==> src/rtl/prot_sup_pkg.sv <==
package prot_sup_pkg;

    typedef enum logic [2:0] {
        ST_CHARGE  = 3'd0,
        ST_RUN     = 3'd1,
        ST_ARST    = 3'd2,
        ST_LK_DRN  = 3'd3,
        ST_LK_CHG  = 3'd4
    } sup_state_t;

    typedef struct packed {
        logic restartable;
        logic locking;
    } fault_req_t;

    typedef struct packed {
        logic deep_low;
        logic on_lvl;
        logic uvlo;
    } supply_t;

    function automatic logic is_locked(input sup_state_t s);
        return (s == ST_LK_DRN) || (s == ST_LK_CHG);
    endfunction

    function automatic logic cell_on(input sup_state_t s);
        return (s == ST_CHARGE) || (s == ST_LK_CHG);
    endfunction

    function automatic int unsigned cnt_width(input int unsigned n);
        return (n > 1) ? $clog2(n) : 1;
    endfunction

endpackage

==> src/rtl/blank_timer.sv <==
module blank_timer #(
    parameter int unsigned N = 4
) (
    input  logic clk,
    input  logic rst,
    input  logic qual,
    output logic trip
);
    import prot_sup_pkg::*;

    localparam int unsigned CW  = cnt_width(N);
    localparam logic [CW-1:0] LIM = CW'(N - 1);

    logic [CW-1:0] cnt;

    always_ff @(posedge clk) begin
        if (rst) begin
            cnt <= '0;
        end else if (!qual) begin
            cnt <= '0;
        end else if (cnt != LIM) begin
            cnt <= cnt + 1'b1;
        end
    end

    assign trip = qual && (cnt == LIM);

    generate
        if (N > 1) begin : g_chk
            // a trip needs the condition on the previous edge too
            p_trip_held_r4: assert property (@(posedge clk) disable iff (rst)
                trip |-> $past(qual));
        end
    endgenerate

endmodule

==> src/rtl/fault_classifier.sv <==
module fault_classifier #(
    parameter int unsigned OLP_CYC = 24000,
    parameter int unsigned OVP_CYC = 100,
    parameter int unsigned SCW_CYC = 4
) (
    input  logic       clk,
    input  logic       rst,
    input  logic       run,
    input  logic       gate_on,
    input  logic       vcc_ovp,
    input  logic       vcc_uvlo,
    input  logic       fb_overload,
    input  logic       zc_ovp,
    input  logic       cs_short,
    input  logic       over_temp,
    output prot_sup_pkg::fault_req_t req
);
    import prot_sup_pkg::*;

    logic olp_trip, ovp_trip, scw_trip;
    logic olp_q, ovp_q, scw_q;

    assign olp_q = run && fb_overload;
    assign ovp_q = run && zc_ovp && !gate_on;
    assign scw_q = run && cs_short && gate_on;

    blank_timer #(.N(OLP_CYC)) u_olp (.clk(clk), .rst(rst), .qual(olp_q), .trip(olp_trip));
    blank_timer #(.N(OVP_CYC)) u_ovp (.clk(clk), .rst(rst), .qual(ovp_q), .trip(ovp_trip));
    blank_timer #(.N(SCW_CYC)) u_scw (.clk(clk), .rst(rst), .qual(scw_q), .trip(scw_trip));

    always_comb begin
        req.locking     = ovp_trip || scw_trip;
        req.restartable = run && (vcc_ovp || vcc_uvlo || over_temp || olp_trip);
    end

    // output overvoltage never trips while the gate is on
    p_ovp_phase_r5: assert property (@(posedge clk) disable iff (rst)
        (ovp_trip) |-> !gate_on);
    // short winding never trips while the gate is off
    p_scw_phase_r6: assert property (@(posedge clk) disable iff (rst)
        (scw_trip) |-> gate_on);

endmodule

==> src/rtl/supervisor_fsm.sv <==
module supervisor_fsm (
    input  logic                     clk,
    input  logic                     rst,
    input  prot_sup_pkg::fault_req_t req,
    input  prot_sup_pkg::supply_t    sup,
    output logic                     sw_en,
    output logic                     cell_en,
    output logic                     restart_req
);
    import prot_sup_pkg::*;

    sup_state_t state, nxt;
    logic       rq_q;

    always_comb begin
        nxt = state;
        unique case (state)
            ST_CHARGE: if (sup.on_lvl) nxt = ST_RUN;
            ST_RUN: begin
                if (req.locking)          nxt = ST_LK_DRN;
                else if (req.restartable) nxt = ST_ARST;
            end
            ST_ARST:   if (sup.uvlo) nxt = ST_CHARGE;
            ST_LK_DRN: begin
                if (sup.deep_low)  nxt = ST_CHARGE;
                else if (sup.uvlo) nxt = ST_LK_CHG;
            end
            ST_LK_CHG: begin
                if (sup.deep_low)    nxt = ST_CHARGE;
                else if (sup.on_lvl) nxt = ST_LK_DRN;
            end
            default: nxt = ST_CHARGE;
        endcase
    end

    always_ff @(posedge clk) begin
        if (rst) begin
            state <= ST_CHARGE;
            rq_q  <= 1'b0;
        end else begin
            state <= nxt;
            rq_q  <= (state == ST_CHARGE) && (nxt == ST_RUN);
        end
    end

    assign sw_en       = (state == ST_RUN);
    assign cell_en     = cell_on(state);
    assign restart_req = rq_q;

    // switching and charging never overlap
    p_excl_r11: assert property (@(posedge clk) disable iff (rst)
        !(sw_en && cell_en));
    // restart request lasts one cycle and coincides with switching
    p_pulse_r2: assert property (@(posedge clk) disable iff (rst)
        restart_req |-> sw_en ##1 !restart_req);
    // a locking trip while switching always locks
    p_lock_prio_r10: assert property (@(posedge clk) disable iff (rst)
        (sw_en && req.locking) |=> is_locked(state));
    // only a deep supply collapse leaves the locked states
    p_lock_hold_r9: assert property (@(posedge clk) disable iff (rst)
        (is_locked(state) && !sup.deep_low) |=> is_locked(state));
    // restartable fault stops switching on the next cycle
    p_arst_stop_r3: assert property (@(posedge clk) disable iff (rst)
        (sw_en && req.restartable) |=> !sw_en);

endmodule

==> src/rtl/prot_supervisor.sv <==
module prot_supervisor #(
    parameter int unsigned OLP_CYC = 24000,
    parameter int unsigned OVP_CYC = 100,
    parameter int unsigned SCW_CYC = 4
) (
    input  logic clk,
    input  logic rst,
    input  logic vcc_ovp,
    input  logic vcc_uvlo,
    input  logic vcc_on_lvl,
    input  logic vcc_deep_low,
    input  logic fb_overload,
    input  logic zc_ovp,
    input  logic cs_short,
    input  logic over_temp,
    input  logic gate_on,
    output logic sw_en,
    output logic cell_en,
    output logic restart_req
);
    import prot_sup_pkg::*;

    fault_req_t req;
    supply_t    sup;

    assign sup.deep_low = vcc_deep_low;
    assign sup.on_lvl   = vcc_on_lvl;
    assign sup.uvlo     = vcc_uvlo;

    fault_classifier #(
        .OLP_CYC(OLP_CYC), .OVP_CYC(OVP_CYC), .SCW_CYC(SCW_CYC)
    ) u_cls (
        .clk(clk), .rst(rst), .run(sw_en), .gate_on(gate_on),
        .vcc_ovp(vcc_ovp), .vcc_uvlo(vcc_uvlo), .fb_overload(fb_overload),
        .zc_ovp(zc_ovp), .cs_short(cs_short), .over_temp(over_temp),
        .req(req)
    );

    supervisor_fsm u_fsm (
        .clk(clk), .rst(rst), .req(req), .sup(sup),
        .sw_en(sw_en), .cell_en(cell_en), .restart_req(restart_req)
    );

endmodule

==> config.mk <==
export PLATFORM = sky130hd
export DESIGN_NAME = prot_supervisor
export DESIGN_NICKNAME = d
export VERILOG_FILES = /design/src/rtl/prot_sup_pkg.sv /design/src/rtl/blank_timer.sv /design/src/rtl/fault_classifier.sv /design/src/rtl/supervisor_fsm.sv /design/src/rtl/prot_supervisor.sv
export SDC_FILE = /design/constraint.sdc
export NUM_CORES = 1
export LEC_CHECK = 0
export BUFFER_PORTS_ARGS = -buffer_cell sky130_fd_sc_hd__clkbuf_2
export CAP_MARGIN = 15
export CELL_PAD_IN_SITES_DETAIL_PLACEMENT = 0
export CELL_PAD_IN_SITES_GLOBAL_PLACEMENT = 1
export CORE_MARGIN = 2
export CORE_UTILIZATION = 30
export CTS_BUF_LIST = sky130_fd_sc_hd__clkbuf_4
export DETAILED_ROUTE_END_ITERATION = 8
export GPL_TIMING_DRIVEN = 0
export PLACE_DENSITY = 0.56
export SKIP_LAST_GASP = 1
export SYNTH_ARGS = -nofsm -noshare
export SYNTH_HDL_FRONTEND = slang
export SYNTH_HIERARCHICAL = 1
export SYNTH_SLANG_ARGS = --single-unit
==> constraint.sdc <==
create_clock -name clk -period 3.64 [get_ports clk]
set_input_delay 0.728 -clock clk [delete_from_list [all_inputs] [get_ports clk]]
set_output_delay 0.728 -clock clk [all_outputs]
set_load 0.005 [all_outputs]
==> impl_metrics.csv <==
group,metric,value,unit
floorplan,fp.dieH,74.2,um
yosys,ys_seq_elements,28,
yosys,synth_ff_type,"dfxtp_1",
critical_path,cp-end-kind,"output port",
clock_tree,cts_root_buf,"clkbuf_4",
placed_design,io_buffers,13,
drt,num_vias,1161,
timing,setup_ws,1470,ps
drt,drt-initial-drc-count,62,
critical_path,cp.arrival,1440,ps
critical_path,crit_family,"simple AND/OR/NAND/NOR gates",
timing,relSlewSlack,70.5,%
yosys,async_flop_share,0,%
yosys,post-synth-top-count-cell,"dfxtp_1",
yosys,syn_avg_cell_area,9.43,um^2
global_routing,grt_first_pass_wirelength,5370,um
global_routing,antenna_found_initial,0,
critical_path,crit_buf_inv,2,
clock_tree,postCtsSetupRepairBufs,0,
global_routing,overflow,0,
timing,grt_setup_unrepaired,"no",
drt,wl_per_cell,12.1,um
power,peakVddDrop,0.105,mV
critical_path,worstSetupPathType,"reg -> out",
floorplan,ios,14,
power,total_power,481,uW
drt,wl,2930,um
floorplan,row_count,25,
run,maxCapViolCount,0,
yosys,synth_edf_count,0,
timing,worstMarginPinSlew,441,ps
timing,setup_tns,0,ps
drt,ant_nets,0,
placed_design,post-dp-hpwl,2190,um
placed_design,gp_congestion,0.717,
clock_tree,htreeDepth,1,
min_path,hp-class,"reg -> reg",
critical_path,worstPathRequired,2910,ps
drt,routed_via_density,4.82,
drt,dr.pass1.iters,4,
clock_tree,ctsHoldBuffers,0,
yosys,yosys_warnings,6,
floorplan,floorplan.initialDensity,31.1,%
yosys,synthCells,157,
clock_tree,cts_buffer_depth,2,
status,outcome,"finished, final reports clean",
finish,fillers,526,
finish,diodes,0,
critical_path,crit_path_start_kind,"flop",
clock_tree,cts_tree,"built",
yosys,synth_top_area_cell,"dfxtp_1",
yosys,synth_top_area_share,37.9,%
clock_tree,clk_latency,320,ps
power,powerDensity,291,mW/mm^2
timing,skew,3.46,ps
yosys,ys_top_cells_by_count,"dfxtp_1 (28), nor2_1 (18), nand2_1 (10)",
timing,finalHoldViolations,0,
clock_tree,ctsResizeCount,0,
timing,finalSetupViolations,0,
timing,finalCritPeriodShare,59.5,%
floorplan,die_w,74.2,um
timing,timing.fmax,462,MHz
finish,final_layout_size_suffix_gt1_share,23.0,%
clock_tree,cts.clk_slew.worst_paths,150,ps
global_routing,track_usage,12.5,%
global_routing,grt_max_degree,16,
clock_tree,cts.sinks,28,
yosys,synth_fp_nets,171,
critical_path,critPathMaxFanout,9,
finish,postLayoutCellArea,0.00166,mm^2
yosys,syn-cell-area,0.00148,mm^2
floorplan,die-area,0.00551,mm^2
drt,drc,0,
placed_design,place_ws,1570,ps
finish,final_nets,189,
power,p_leak,0.571,nW
clock_tree,numCtsBuffers,3,
timing,period_needed,2170,ps
yosys,yosysSeqAreaShare,37.9,%
floorplan,core,0.00475,mm^2
critical_path,path_cells,"buf_2 -> nor3b_1 -> clkbuf_2",
timing,slew_violations,0,
placed_design,dpl_cell_area,0.00163,mm^2
yosys,synth_area_leaders,"dfxtp_1 (38%), xnor2_1 (5.3%), nor4_2 (5.1%)",
critical_path,max_stage_delay,410,ps
finish,syn_to_final_growth,11.8,%
critical_path,crit_slowest_cell,"nor3b_1",
finish,utilization,34.8,%
global_routing,grt_pass1_vias,1219,
yosys,synth.distinct_cells,51,
==> flip-flops by register name, summed over array words and instances (netlist names) <==
register / flops
u_fsm/restart_req: 1
u_cls/u_ovp/cnt: 7
u_cls/u_scw/cnt: 2
u_cls/u_olp/cnt: 15
u_fsm/state: 3
==> layer usage <==
metal	share of wire, %	vias to the layer above	GRT usage, %	wire length, um
met5	0	-	0	0
met1	51	540	16.2	1500
met2	46	19	20.7	1350
li1	-	602	-	-
met4	0	0	4.76	0
met3	2.5	0	2.44	74
==> final timing paths <==
path / startpoint / endpoint / slack, ps / cells past startpoint
min reg2reg: u_cls/u_ovp/cnt[1] / u_cls/u_ovp/cnt[1] / 510 / 2
max reg2reg: u_cls/u_olp/cnt[0] / u_fsm/restart_req / 1550 / 8
min: u_cls/u_ovp/cnt[1] / u_cls/u_ovp/cnt[1] / 510 / 2
max: u_fsm/state[0] / sw_en / 1470 / 3
==> worst reg2reg max path, stage by stage (launching register included) <==
cell      delay [ps]
dfxtp_1          380
ha_1             250
and3_2           260
nand4_4          160
nor2_1            70
o41a_1           420
nand3b_1         100
o211ai_1         120
nor4b_2          260
==> stage by stage <==
step,hold WS [ps],instances
3_5_place_dp,485,237
3_3_place_gp,470,237
2_1_floorplan,454,157
5_1_grt,553,241
6_report,506,241
4_1_cts,505,241
==> cell usage in the layout (no fill, tap or decap), types with 4 or more instances in the layout <==
| cell | count |
|---|---|
| nor3_1 | 6 |
| nor2_1 | 18 |
| clkbuf_2 | 13 |
| nor4_2 | 6 |
| inv_1 | 4 |
| dfxtp_1 | 28 |
| a21oi_1 | 6 |
| o21ai_0 | 6 |
| nand3_1 | 5 |
| nand2_1 | 10 |
| xnor2_1 | 9 |
==> report_power, final <==
group	leakage, nW	internal [mW]	switching, mW
sequential	0.226	0.311	0.00269
clock	0.0154	0.0402	0.0913
combinational	0.330	0.0178	0.0189
==> layout make-up <==
cell class	instances	area, um^2	share of cell area [%]
clock buffer	3	22.5	1.36
clock inverter	1	3.75	0.227
inverter	4	15.0	0.907
timing repair buffer	13	65.1	3.93
buffer	3	21.3	1.28
multi-input combinational	122	883	53.4
tap	67	83.8	5.06
sequential	28	561	33.9
==> cell families after synthesis <==
| family | after synthesis | synth area share [%] |
|---|---|---|
| xor gates and xnor gates | 12 | 7.10 |
| DFF | 28 | 37.9 |
| and+or+nand+nor | 78 | 36.2 |
| buffers and inverters | 7 | 2.45 |
| AOI/OAI and AO/OA | 26 | 11.8 |
| muxes | 3 | 2.03 |
| adders and majority gates | 3 | 2.54 |
Note: power is estimated with default switching activity, not from simulation.
